File: src/rtl/fm_addr_ptr.sv
`timescale 1ns/1ps
module fm_addr_ptr #(
  parameter int DOTS_A   = 1152,
  parameter int LINES_A  = 288,
  parameter int DOTS_B   = 1024,
  parameter int LINES_B  = 324,
  parameter int JUMP_LSB = 5,
  localparam int CAP  = DOTS_A * LINES_A,
  localparam int AW   = $clog2(CAP),
  localparam int LMAX = (LINES_A > LINES_B) ? LINES_A : LINES_B,
  localparam int LW   = $clog2(LMAX + 1),
  localparam int JW   = AW - JUMP_LSB
) (
  input  logic          clk,
  input  logic          rst_n,
  input  logic [1:0]    mode,
  input  logic          gate,
  input  logic          frame_rst,
  input  logic          line_rst,
  input  logic          line_inc,
  input  logic          set_strobe,
  input  logic          set_data,
  input  logic          jump,
  output logic [AW-1:0] addr
);

  logic [AW-1:0] dlast;
  logic [LW-1:0] llast;

  always_comb begin
    case (mode)
      2'b01:   begin dlast = AW'(DOTS_A - 1); llast = LW'(LINES_A - 1); end
      2'b10:   begin dlast = AW'(DOTS_B - 1); llast = LW'(LINES_B - 1); end
      default: begin dlast = AW'(CAP - 1);    llast = '0;               end
    endcase
  end

  logic [AW-1:0] dot, base;
  logic [LW-1:0] line;

  logic [JW-1:0] sreg;
  logic          strobe_q, busy, jvalid;
  logic [AW-1:0] cv_rem, cv_base;
  logic [LW-1:0] cv_line;

  logic          take_jump, eol;
  logic [LW-1:0] nl_line;
  logic [AW-1:0] nl_base;

  assign addr      = base + dot;
  assign eol       = (dot == dlast);
  assign take_jump = jump && jvalid && !set_strobe;

  always_comb begin
    nl_line = line;
    nl_base = base;
    if (line_inc) begin
      if (line == llast) begin
        nl_line = '0;
        nl_base = '0;
      end else begin
        nl_line = line + LW'(1);
        nl_base = base + dlast + AW'(1);
      end
    end
  end

  always_ff @(posedge clk or negedge rst_n) begin
    if (!rst_n) begin
      dot  <= '0;
      line <= '0;
      base <= '0;
    end else if (frame_rst) begin
      dot  <= '0;
      line <= '0;
      base <= '0;
    end else if (take_jump) begin
      dot  <= cv_rem;
      line <= cv_line;
      base <= cv_base;
    end else if (line_rst || (gate && eol)) begin
      dot  <= '0;
      line <= nl_line;
      base <= nl_base;
    end else if (gate) begin
      dot  <= dot + AW'(1);
    end
  end

  always_ff @(posedge clk or negedge rst_n) begin
    if (!rst_n) begin
      strobe_q <= 1'b0;
      sreg     <= '0;
      busy     <= 1'b0;
      jvalid   <= 1'b0;
      cv_rem   <= '0;
      cv_line  <= '0;
      cv_base  <= '0;
    end else begin
      strobe_q <= set_strobe;
      if (set_strobe) begin
        sreg   <= {sreg[JW-2:0], set_data};
        busy   <= 1'b0;
        jvalid <= 1'b0;
      end else if (strobe_q) begin
        cv_rem  <= {sreg, {JUMP_LSB{1'b0}}};
        cv_line <= '0;
        cv_base <= '0;
        busy    <= 1'b1;
        jvalid  <= 1'b0;
      end else if (busy) begin
        if (cv_rem > dlast) begin
          cv_rem <= cv_rem - dlast - AW'(1);
          if (cv_line == llast) begin
            cv_line <= '0;
            cv_base <= '0;
          end else begin
            cv_line <= cv_line + LW'(1);
            cv_base <= cv_base + dlast + AW'(1);
          end
        end else begin
          busy   <= 1'b0;
          jvalid <= 1'b1;
        end
      end
    end
  end

  p_origin_r5: assert property (@(posedge clk) disable iff (!rst_n)
    frame_rst |=> addr == '0);

  p_in_range_r3: assert property (@(posedge clk) disable iff (!rst_n)
    32'(addr) < CAP);

  p_dot_in_line_r2: assert property (@(posedge clk) disable iff (!rst_n)
    dot <= dlast);

  p_freeze_r4: assert property (@(posedge clk) disable iff (!rst_n)
    (!gate && !frame_rst && !jump && !line_rst) |=> $stable(addr));

  p_jump_blocked_r9: assert property (@(posedge clk) disable iff (!rst_n)
    (jump && (set_strobe || busy) && !frame_rst && !line_rst && !gate) |=> $stable(addr));

  p_line_start_r6: assert property (@(posedge clk) disable iff (!rst_n)
    (line_rst && !frame_rst && !take_jump) |=> dot == '0);

  p_setup_start_r8: assert property (@(posedge clk) disable iff (!rst_n)
    $fell(set_strobe) |=> (busy && !jvalid));

endmodule

File: config.mk
export PLATFORM = sky130hd
export DESIGN_NAME = fm_addr_ptr
export DESIGN_NICKNAME = d
export VERILOG_FILES = /design/src/rtl/fm_addr_ptr.sv
export SDC_FILE = /design/constraint.sdc
export NUM_CORES = 1
export LEC_CHECK = 0
export BUFFER_PORTS_ARGS = -buffer_cell sky130_fd_sc_hd__buf_2
export CORE_ASPECT_RATIO = 1.5
export CORE_MARGIN = 2
export CORE_UTILIZATION = 60
export CTS_CLUSTER_DIAMETER = 100
export DETAILED_ROUTE_END_ITERATION = 10
export PLACE_DENSITY = 0.83
export RECOVER_POWER = 25
export SLEW_MARGIN = 5
export SYNTH_ARGS = -nofsm -noshare
export SYNTH_HDL_FRONTEND = slang
export SYNTH_SLANG_ARGS = --single-unit
File: constraint.sdc
create_clock -name clk -period 2.96 [get_ports clk]
set_input_delay 0.148 -clock clk [delete_from_list [all_inputs] [get_ports clk]]
set_output_delay 0.148 -clock clk [all_outputs]
set_load 0.005 [all_outputs]
* After elaboration in Yosys (flattened, before gate mapping)
Cells that the tools add are included.
** Cells by class
- Add/sub/neg operators :: 10
- Multipliers :: 0
- Div/mod/pow operators :: 0
- Order comparisons :: 1
- Equality and inequality tests :: 6
- Shifts and indexed selects :: 0
- Muxes and demuxes :: 35
- Bitwise operators :: 1
- Reduce and logical (&&, ||, !) cells :: 14
** Operators by type and width (number)
- 19-bit two-way mux :: 16
- 9-bit two-way mux :: 9
- 19-bit by 1-bit adder with 19-bit output, second input constant :: 3
- 19-bit adder :: 3
- 19-bit one-hot mux with 2 select lines :: 1
- 19-bit == test :: 1
- 19-bit > comparator :: 1
- 19-bit by 1-bit subtractor with 19-bit output, second input constant :: 1
- 19-bit subtractor :: 1
- 9-bit by 1-bit adder with 9-bit output, second input constant :: 2
- 9-bit == test :: 2
- 9-bit one-hot mux with 2 select lines :: 1
- 3-bit nonzero test :: 3
- 1-bit two-way mux :: 8
- 2-bit AND reduction :: 2
- 2-bit nonzero test :: 2
- 4-bit nonzero test :: 1
- 1-bit logical AND :: 3
- 3-bit != test, second input constant :: 1
- 3-bit AND reduction :: 1
- 2-bit by 1-bit == test with 1-bit output, second input constant :: 1
- 2-bit == test, second input constant :: 1
- 1-bit zero test :: 1
- 1-bit logical OR :: 1
- 1-bit NOT :: 1
** Storage, ports and cells
- Register bits after elaboration :: 111
- Bits in latches :: 0
- Memory bits (writable) :: 0
- ROM bits :: 0
- Input port bits :: 11
- Output and inout port bits :: 19
- Logic and storage cells :: 77
- Memories :: 0

* Longest topological paths before layout
Gate-level depths: netlist of the first run.
- Depth in word-level cells :: 9
- Depth in mapped cells :: 13
- Gate-level depth less buffers :: 11

* Least setup slack after synthesis of the first run
No wires, ideal clock.
- Path type :: in2reg
- From :: input mode[0]
- To :: register cv_rem[11]
- Setup time :: 0.125 ns
- Arrival :: 2.509 ns
- Required time :: 2.835 ns
- Setup slack :: 0.326 ns
- Stages on the path :: 11
- Path buffers :: 0
- Cell sequence :: inv_1 ha_1 inv_1 ha_1 a211oi_2 and3b_1 o211ai_2 a211oi_2 or2_2 inv_2 mux2_2
** On the way
- Cells in the longest elaborated chain, start to end :: 7
- Elaborated cells on any way between the ends :: 11
- Those cells by class :: add/sub: 2; order compare: 1; eq/ne: 2; mux: 4; reduce/logical: 2
** Ends and longest elaborated chain
- from (decl) :: line 16 : input logic [1:0] mode,
- 2-bit == test or 2-bit by 1-bit == test with 1-bit output (tied branches) :: line 31 : case (mode)
- 19-bit one-hot mux with 2 select lines (*) :: line 31
- 19-bit subtractor :: line 113 : cv_rem <= cv_rem - dlast - AW'(1);
- 19-bit by 1-bit subtractor with 19-bit output :: line 113
- 19-bit two-way mux :: line 112 : if (cv_rem > dlast) begin
- 19-bit two-way mux :: line 111 : end else if (busy) begin
- 19-bit two-way mux :: line 105 : end else if (strobe_q) begin
- to (signal assigned) :: line 106 : cv_rem <= {sreg, {JUMP_LSB{1'b0}}};
- to (signal assigned) :: line 113
- to (decl) :: line 43 : logic [AW-1:0] cv_rem, cv_base;
Every way passes the cells marked *; elsewhere a longest branch is shown, timed or not. The select of a mux whose other input is x is not followed.
A chain may end at the register's enable or synchronous reset.

* Worst setup path in the final report of the first run
- From :: register base[5]
- To :: output addr[16]
** On the way
- Cells in the longest elaborated chain, start to end :: 1
** Ends and longest elaborated chain
- from (decl) :: line 38 : logic [AW-1:0] dot, base;
- from (signal assigned) :: line 80 : base <= cv_base;
- from (signal assigned) :: line 84 : base <= nl_base;
- 19-bit adder :: line 50 : assign addr = base + dot;
- to (decl) :: line 24 : output logic [AW-1:0] addr
Every way passes these cells.

==> run metrics, run 1 <==
drt pass-1 iters=8; Boundary Pins=30; Inserted Diodes=0; vias in the first global route=approximately 6300; layout cells sized above 1=16.46%; Critical Path Start Type=flip-flop; placed inst area=approximately 7100 sq um; sw frac=a little over a third; Hold Path End=sreg[0]$_DFFE_PN0P_; P per Cell Area=approximately 580 nW/um^2; fin area=between 7000 and 8000 sq um; Max Freq=342.1 MHz; post-synthesis xor/xnor area fraction=5.639%; DRT iter0 DRCs=between 400 and 500; top area cells in the synthesized netlist=dfrtp_1 34%, ha_1 7.1%, o21ai_0 4.2%; period utilization=~100%; Net Sw Power=1.585 mW; Clk Latency, worst-skew pair=0.36 ns; via count=~6400; routed wire length=roughly 18000 um; reg-to-reg slack, setup=around 0.36 ns; CTS H-tree depth=3; Antenna Nets Post-Route=0; clock transition at the registers of the reported paths=about 0.07 ns; die area=around 12000 sq um; detailed-placement wirelength estimate=between 10000 and 15000 um; initial antenna violation count=0; Max Fanout on Critical Path=3; clock root cell=clkbuf_16; crit path time final=about 2.9 ns; CTS Sinks=93; ys async rst share=100.0%; static leakage=between 3 and 4 nW; clock group share of total power=around 28%; Arr. time, crit path=~2.8 ns; die span in x=91.14 um; post-synth top area cell=dfrtp_1; Final Hold Fails=0; Worst Hold Class=input port to flip-flop; synth unique cells=just over 80; Worst-Margin Slew=1.276 ns; Initial Util=between 60% and 70%; EDFF count, synth=0; CP Class=flip-flop to output pin; gpl congestion=roughly 0.91; DR WL/cell=~19 um; CTS tree=built; Post-Synth Simple-Gate Area=18.47%; Total Power=4.332 mW; Synth Warn #=0; Yosys top cell area share=between 30% and 40%; hold depth=2; # DRC=0; Port Buffers=29; slew margin rel.=around 15%; synthesized area per cell=9.100 sq um; Fillers=approximately 890; max-slew violation count=0; Setup Skew=between 0.006 and 0.007 ns; RSZ-0062 raised after global routing=true; Worst VDD drop=0.3912 mV; Synth Area in Adders=around 8.0%; P&R area growth vs syn=10.22%; combinational family with the most area after synthesis=compound AO/OA/AOI/OAI gates; Layout Nets=838; endpoints failing setup=0; internal power=2.747 mW; syn nets=804; num rows=between 40 and 50; Sequential Power Share=approximately two fifths; HP Start=set_data; outcome=complete, no violations; reg-to-reg startpoint=cv_rem[11]$_DFFE_PN0P_; total CTS buffers=9; gr usage total=a little under a third; first-pass GRT wire length=between 30000 and 40000 um; Vias per Instance=slightly below 7; Clock Tree Buf Depth=2; pre-CTS WS=between 0.1 and 0.15 ns; Seq cells post-synth=a little over 90; R2R Path End=cv_rem[13]$_DFFE_PN0P_; Reg2Reg Depth=7; CORE AREA=~11000 sq um; largest net degree at the start of global routing=44; worst setup margin=~0.037 ns; Synth Flop Type=dfrtp_1; max_cap viols=0; Synth Instances=751; Logic pwr share=between 30 and 40%; die height=around 130 um; Req. time, crit path=2.81 ns; mux contribution to synthesized area=approximately 3.6%; Crit. End Element=output pin; compound-cell area share of the yosys netlist=a little over a quarter; gr ovfl total=0; Synth Cell Area=6834 sq um; register area share after synthesis=between 30% and 40%
-- placed cells by master, fill, tap and decap left out, types with 9 or more instances in the layout --
| cell | count |
|---|---|
| clkbuf_16 | 9 |
| mux2_2 | 18 |
| a21o_1 | 13 |
| xnor2_1 | 22 |
| ha_1 | 35 |
| buf_4 | 25 |
| o21ai_0 | 57 |
| inv_1 | 21 |
| dfrtp_1 | 91 |
| nor3_1 | 13 |
| a31oi_1 | 10 |
| a22oi_1 | 17 |
| and3_1 | 16 |
| nand2_1 | 47 |
| nand4_1 | 13 |
| xor2_1 | 22 |
| buf_2 | 27 |
| a21oi_1 | 35 |
| o31ai_1 | 25 |
| nor2_1 | 45 |
| nand3_1 | 29 |
| and2_1 | 10 |
-- kinds of logic (layout without fill, tap and decap cells) --
group / after synthesis / count (layout)
xor+xnor: 44 / 44
mux: 22 / 22
compound gates: 258 / 258
fa+ha+maj: 42 / 42
simple gates: 235 / 235
buf+inv: 57 / 96
flops: 93 / 93
-- state kept, by name, indices dropped and copies added (netlist names) --
signal / flops
base: 13
dot: 19
cv_rem: 14
strobe_q: 1
line: 9
sreg: 14
busy: 1
cv_line: 9
jvalid: 1
cv_base: 12
-- final cells by class --
| cell class | count | area (sq um) | area share (%) |
|---|---|---|---|
| Tap cell | 147 | 183.9 | 2.442 |
| Inverter | 23 | 86.33 | 1.146 |
| Multi-Input combinational cell | 601 | 4268 | 56.66 |
| Sequential cell | 93 | 2330 | 30.93 |
| Clock buffer | 10 | 239.0 | 3.173 |
| Timing Repair Buffer | 57 | 356.6 | 4.734 |
| Clock inverter | 6 | 68.82 | 0.9136 |
-- cells in the mapped netlist, types with 13 or more instances --
cell and instances:
nor2_1 46, o21ai_0 58, nand4_1 13, o31ai_1 26, mux2_2 18, xnor2_1 22
xor2_1 22, a21o_1 13, nand3_1 29, and3_1 16, a22oi_1 17, a21oi_1 36
ha_1 39, clkbuf_1 17, nor3_1 13, inv_1 21, dfrtp_1 93, nand2_1 47
-- power by group through the flow --
stage                     registers, mW  clock network (mW)  logic [mW]
after floorplan                    1.67                   0        1.02
after global placement             1.76                   0        1.27
after detailed placement           1.77                   0        1.32
after CTS                          1.75                1.23        1.34
after global routing               1.79                1.27        1.50
final                              1.76                1.23        1.35
-- stage by stage --
stage          hold slack, ns  util, %  instances  TNS (ns)
3_5_place_dp           0.1786    64.67        916         0
2_1_floorplan         -0.1476        -        751         0
3_3_place_gp           0.1717    64.67        916         0
6_report              0.02515    68.13        937         0
4_1_cts               0.03356    67.94        937         0
5_1_grt               0.03367    68.13        937   -0.1153
-- critical path: stages (launching register included) --
cell and delay [ns]:
dfrtp_1 0.40, ha_2 0.19, fa_2 0.35, a21o_1 0.20, a311oi_2 0.29, a211oi_2 0.09
o31a_1 0.28, buf_4 0.15, o211ai_1 0.20, o311ai_2 0.13, buf_2 0.15
-- per-layer routing --
layer | GRT usage [%] | vias up | wire (um)
met5 | 0 | - | 0
met4 | 17.68 | 0 | 1002
met3 | 4.353 | 82 | 1140
met2 | 53.00 | 305 | 9140
met1 | 36.10 | 3072 | 6986
li1 | - | 2929 | -
-- repair_timing --
action	CTS	global route
setup endpoints to repair	4	4
setup buffers	4	0
pin swaps	4	1
resized for setup	6	8
hold buffers	1	0
hold endpoints to repair	41	0
gates cloned	0	0
-- worst max path at each step --
| stage | end | cells past startpoint | startpoint | slack (ns) |
|---|---|---|---|---|
| after detailed placement | addr[16] | 9 | dot[0]$_DFFE_PN0P_ | 0.14 |
| final | addr[16] | 10 | base[5]$_DFFE_PN0P_ | 0.04 |
| after floorplan | cv_rem[11]$_DFFE_PN0P_ | 11 | mode[0] | 0.33 |
| after global routing | addr[16] | 10 | base[5]$_DFFE_PN0P_ | -0.09 |
| after global placement | addr[16] | 9 | dot[0]$_DFFE_PN0P_ | 0.19 |
| after CTS | addr[17] | 9 | base[5]$_DFFE_PN0P_ | 0.03 |
No activity file was read; power rests on OpenSTA's default activity.
==> run 2: changes to the inputs <==
--- a/config.mk
+++ b/config.mk
@@ -9,10 +9,11 @@
 export CORE_ASPECT_RATIO = 1.5
 export CORE_MARGIN = 2
 export CORE_UTILIZATION = 60
-export CTS_CLUSTER_DIAMETER = 100
+export CTS_CLUSTER_DIAMETER = 80
 export DETAILED_ROUTE_END_ITERATION = 10
 export PLACE_DENSITY = 0.83
 export RECOVER_POWER = 25
+export SETUP_SLACK_MARGIN = 0.2
 export SLEW_MARGIN = 5
 export SYNTH_ARGS = -nofsm -noshare
 export SYNTH_HDL_FRONTEND = slang
==> run metrics, run 2 (synthesized netlist as in run 1, its figures left out) <==
Arr. time, crit path=roughly 2.7 ns; max_cap viols=0; # DRC=0; die area=between 10000 and 15000 sq um; die height=~130 um; Worst-Margin Slew=~1.3 ns; final non-filler cell total=between 900 and 1000; P&R area growth vs syn=11.28%; RSZ-0062 raised after global routing=true; endpoints failing setup=0; max-slew violation count=0; Inserted Diodes=0; Req. time, crit path=about 2.8 ns; outcome=complete, no violations; initial antenna violation count=0; placed inst area=~7000 sq um; routed wire length=approximately 19000 um; DRT iter0 DRCs=approximately 490; number of flip-flops in the largest register=19; clock transition at the registers of the reported paths=0.07 ns; static leakage=between 3 and 4 nW; top flop regs=dot: 19 flops, cv_rem: 14 flops, sreg: 14 flops; largest net degree at the start of global routing=44; commonest non-fill, non-tap cell in the layout=dfrtp_1; first-pass GRT wire length=between 30000 and 40000 um; CORE AREA=around 11000 sq um; Setup Skew=~0.0065 ns; drt pass-1 iters=5; clock root cell=clkbuf_16; CTS Sinks=93; num rows=47; Max Freq=between 300 and 400 MHz; period utilization=96.49%; slew margin rel.=between 10% and 20%; P per Cell Area=between 500 and 600 nW/um^2; Critical Path Start Type=flip-flop; crit path time final=~2.9 ns; Worst VDD drop=slightly below 0.4 mV; Clock Tree Buf Depth=2; Layout Nets=about 840; Crit. End Element=output pin; layout cells sized above 1=between 10% and 20%; via count=between 6000 and 7000; Boundary Pins=30; CP Class=flip-flop to output pin; gr ovfl total=0; post-layout util=between 60% and 70%; Clk Latency, worst-skew pair=0.36 ns; Vias per Instance=around 6.8; Fillers=870; gpl congestion=between 0.9 and 1; Initial Util=approximately three fifths; DR WL/cell=19.69 um; gr usage total=30.70%; total CTS buffers=9; most frequent cells in the layout=91 x dfrtp_1, 56 x o21ai_0, 47 x nand2_1, 45 x nor2_1, 34 x a21oi_1; vias in the first global route=6340; Total Power=roughly 4.4 mW; Antenna Nets Post-Route=0; detailed-placement wirelength estimate=roughly 14000 um; die span in x=about 91 um; TNS Setup=0 ns; CTS H-tree depth=3; Inst Count DP=around 920; fin area=between 7000 and 8000 sq um; Worst Hold Class=input port to flip-flop; Largest Register=dot; CTS tree=built; Max Fanout on Critical Path=3; Port Buffers=29; Final Hold Fails=0
run 2: layout make-up:
| class | instances | area, sq um | share of cell area, % |
|---|---|---|---|
| Tap cell | 147 | 183.9 | 2.419 |
| Clock buffer | 10 | 239.0 | 3.142 |
| Timing Repair Buffer | 60 | 379.1 | 4.985 |
| Clock inverter | 6 | 68.82 | 0.9049 |
| Multi-Input combinational cell | 601 | 4318 | 56.78 |
| Inverter | 23 | 86.33 | 1.135 |
| Sequential cell | 93 | 2330 | 30.64 |
run 2: critical path, stage by stage, from the launching register on:
cell and delay, ns:
dfrtp_1 0.40, ha_2 0.20, fa_2 0.35, a21o_1 0.22
a311oi_4 0.27, a211oi_2 0.07, o31a_1 0.28, buf_4 0.15
o211ai_1 0.16, o311ai_1 0.11, buf_2 0.14
run 2: worst paths after layout:
kind | startpoint | endpoint | slack, ns | depth (start not counted)
max | dot[0]$_DFFE_PN0P_ | addr[16] | 0.10 | 10
min | set_data | sreg[0]$_DFFE_PN0P_ | 0.03 | 2
max reg2reg | dot[1]$_DFFE_PN0P_ | base[12]$_DFFE_PN0P_ | 0.43 | 8
min reg2reg | jvalid$_DFFE_PN0P_ | jvalid$_DFFE_PN0P_ | 0.51 | 2
max in group asynchronous | rst_n | dot[8]$_DFFE_PN0P_ | 1.43 | 3
min in group asynchronous | rst_n | sreg[9]$_DFFE_PN0P_ | 0.53 | 2
run 2: layer usage:
metal / vias up / track usage, % / part of all wire [%]
met5: - / 0 / 0
met4: 0 / 18.35 / 5.1
met3: 78 / 4.408 / 5.9
met2: 303 / 52.96 / 51
met1: 3089 / 36.21 / 38
li1: 2925 / - / -
run 2: through the flow:
step	hold WS, ns	setup WS (ns)
2_1_floorplan	-0.1476	0.3259
3_3_place_gp	0.1717	0.1881
3_5_place_dp	0.1786	0.1449
4_1_cts	0.03356	0.07639
5_1_grt	0.03367	-0.05698
6_report	0.02619	0.1040
run 2: repair_timing:
action,in CTS,in global routing
endpoints found under the hold margin,41,0
resized for setup,13,9
buffers inserted,4,3
pin swaps,7,2
hold buffers,1,0
setup endpoints to repair,6,6
run 2: power by group:
group	leakage [nW]	switching, mW	internal, mW
Combinational	2.00	0.788	0.580
Clock	0.150	0.538	0.686
Sequential	1.23	0.271	1.49
==> run 3: changes to the inputs <==
--- a/config.mk
+++ b/config.mk
@@ -5,6 +5,8 @@
 export SDC_FILE = /design/constraint.sdc
 export NUM_CORES = 1
 export LEC_CHECK = 0
+export ABC_AREA = 1
+export ABC_CLOCK_PERIOD_IN_PS = 2960
 export BUFFER_PORTS_ARGS = -buffer_cell sky130_fd_sc_hd__buf_2
 export CORE_ASPECT_RATIO = 1.5
 export CORE_MARGIN = 2
==> run metrics, run 3 <==
Initial Util=approximately 60%; combinational family with the most area after synthesis=simple AND/OR/NAND/NOR gates; slew margin rel.=-8.449%; gpl congestion=~0.96; ys async rst share=between 90% and 100%; Layout Nets=about 1200; Worst Hold Class=input port to flip-flop; clock root cell=clkbuf_16; CTS tree=built; Largest Register=dot; Worst-Margin Slew=between 1.5 and 2 ns; compound-cell area share of the yosys netlist=between 10% and 20%; gr ovfl total=0; RSZ-0062 raised after global routing=true; Antenna Nets Post-Route=0; CP max stage delay=approximately 0.47 ns; static leakage=4.110 nW; CORE AREA=around 12000 sq um; Synth Cell Area=around 7500 sq um; EDFF count, synth=0; detailed-placement wirelength estimate=approximately 15000 um; top area cells in the synthesized netlist=dfrtp_1 31%, nand2_1 19%, ha_1 6.5%; Synth Area in Adders=under 10%; Inserted Diodes=0; # DRC=0; Clock Tree Buf Depth=2; total setup buffers inserted after CTS=0; Seq cells post-synth=93; failing checks=capacitance limit, slew limit; Synth Warn #=0; CP Class=flip-flop to output pin; die span in x=between 90 and 100 um; first-pass GRT wire length=32060 um; Yosys top cell area share=30.95%; vias in the first global route=roughly 7000; via count=roughly 7400; worst setup margin=~0.33 ns; gr usage total=a little under a third; DRT iter0 DRCs=roughly 450; commonest non-fill, non-tap cell in the layout=nand2_1; slowest cell on the critical path=dfrtp_1; Req. time, crit path=~2.8 ns; die area=about 13000 sq um; period utilization=around nine tenths; Synth Instances=1135; register area share after synthesis=30.95%; P per Cell Area=approximately 630 nW/um^2; endpoints failing setup=0; Critical Path Start Type=flip-flop; number of flip-flops in the largest register=19; outcome=finished, violations left; Crit. End Element=output pin; Synth Flop Type=dfrtp_1; num rows=50; max_cap viols=1; Vias per Instance=5.646; post-synth top area cell=dfrtp_1; Post-Synth Simple-Gate Area=between 30% and 40%; P&R area growth vs syn=7.404%; max-slew violation count=66; Worst VDD drop=between 0.3 and 0.4 mV; DR WL/cell=15.02 um; clock transition at the registers of the reported paths=0.07 ns; Final Hold Fails=0; mux contribution to synthesized area=0%; post-synthesis xor/xnor area fraction=6.057%; crit path time final=between 2 and 3 ns; CTS Sinks=93; Boundary Pins=30; crit-path cells=ha_2, fa_1, nand3_1, and2_1, o21ai_1, nand3_1, nand2_1, xor2_1, buf_2; Fillers=~1100; TNS Setup=0 ns; most frequent cells in the layout=388 x nand2_1, 120 x inv_1, 99 x nor2_1, 97 x nand3_1, 92 x dfrtp_1; largest net degree at the start of global routing=between 60 and 70; Setup Skew=0.01190 ns; synth unique cells=39; Max Fanout on Critical Path=6; top flop regs=dot: 19 flops, cv_rem: 14 flops, sreg: 14 flops; most frequent cell after synthesis=nand2_1; drt pass-1 iters=5; total CTS buffers=9; crit-path most repeated cell=nand3_1; syn nets=about 1200; Port Buffers=29; CTS H-tree depth=3; synthesized area per cell=between 6 and 7 sq um; Max Freq=roughly 380 MHz; pre-CTS WS=0.3514 ns; reg-to-reg slack, setup=about 0.6 ns; layout cells sized above 1=about 6.7%; Arr. time, crit path=between 2 and 2.5 ns; routed wire length=between 15000 and 20000 um; most instantiated cells after synthesis=388 x nand2_1, 119 x inv_1, 99 x nor2_1; Clk Latency, worst-skew pair=0.35 ns; initial antenna violation count=0; die height=around 140 um
==> run 3: changes by cell type in the layout (fill, tap and decap cells not counted), moves of 12 or more <==
| cell | before | now |
|---|---|---|
| and3_1 | 16 | 0 |
| buf_4 | 28 | 7 |
| inv_1 | 21 | 120 |
| nand3_1 | 29 | 97 |
| o21ai_1 | 6 | 23 |
| a21o_1 | 13 | 1 |
| nor2_1 | 45 | 99 |
| o31ai_1 | 25 | 0 |
| a22oi_1 | 17 | 0 |
| nand2_1 | 47 | 388 |
| mux2_2 | 18 | 0 |
==> run 3: cells by family (layout without fill, tap and decap cells) <==
| logic type | Yosys count | in the layout |
|---|---|---|
| flops | 93 | 93 |
| buf+inv | 153 | 175 |
| fa+ha+maj | 42 | 42 |
| compound gates | 150 | 150 |
| xor+xnor | 52 | 52 |
| simple gates | 645 | 645 |
==> run 3: layout make-up <==
type	instances	area (sq um)	area share, %
well taps	156	195.2	2.417
clock buffers	9	225.2	2.789
clock inverters	6	96.34	1.193
inverters	123	461.7	5.716
repair buffers	37	206.4	2.556
multi-input cells	889	4563	56.50
flip-flops and latches	93	2328	28.83
==> run 3: metal layers <==
metal	global-route usage [%]	vias up	wire, um
li1	-	3700	-
met1	34.79	3374	7676
met2	53.93	279	10100
met3	3.100	60	952
met4	15.34	0	986
met5	0	-	0
==> run 3: path summary, 6_finish.rpt <==
kind / from / end / cells past startpoint
max: dot[0]$_DFFE_PN0P_ / addr[14] / 9
min: set_data / sreg[0]$_DFFE_PN0P_ / 3
max reg2reg: cv_rem[11]$_DFFE_PN0P_ / cv_base[12]$_DFFE_PN0P_ / 9
min reg2reg: sreg[1]$_DFFE_PN0P_ / sreg[2]$_DFFE_PN0P_ / 2
max in group asynchronous: rst_n / base[5]$_DFFE_PN0P_ / 3
min in group asynchronous: rst_n / sreg[0]$_DFFE_PN0P_ / 2
==> run 3: timing repair <==
action / CTS / global route
hold buffers: 1 / 0
resized for setup: 4 / 3
cloned: 0 / 0
endpoints found under the setup margin: 6 / 4
hold endpoints to repair: 63 / 0
==> run 3: report_power, final <==
group / total (mW) / internal (mW) / switching (mW)
logic: 2.04 / 0.764 / 1.28
registers: 1.79 / 1.51 / 0.278
clock network: 1.27 / 0.746 / 0.524
total: 5.10 / 3.02 / 2.08
==> run 3: critical path, delay by kind of cell, from the launching register on <==
kind            cells  cell delay [ns]
fa+ha+maj           2             0.61
simple gates        4             0.50
xor+xnor            1             0.18
flops               1             0.47
buf+inv             1             0.14
compound gates      1             0.23
==> run 3: stage by stage <==
step	utilization, %	area [sq um]	cells	power (mW)	hold WS (ns)
floorplan	-	7520	1135	3.321	-0.1476
global placement	62.46	7737	1297	3.736	0.2920
detailed placement	62.46	7737	1297	3.783	0.2984
finish	65.20	8077	1313	5.099	0.002611
CTS	65.17	8073	1313	5.070	0.004180
global route	65.20	8077	1313	5.467	0.05547
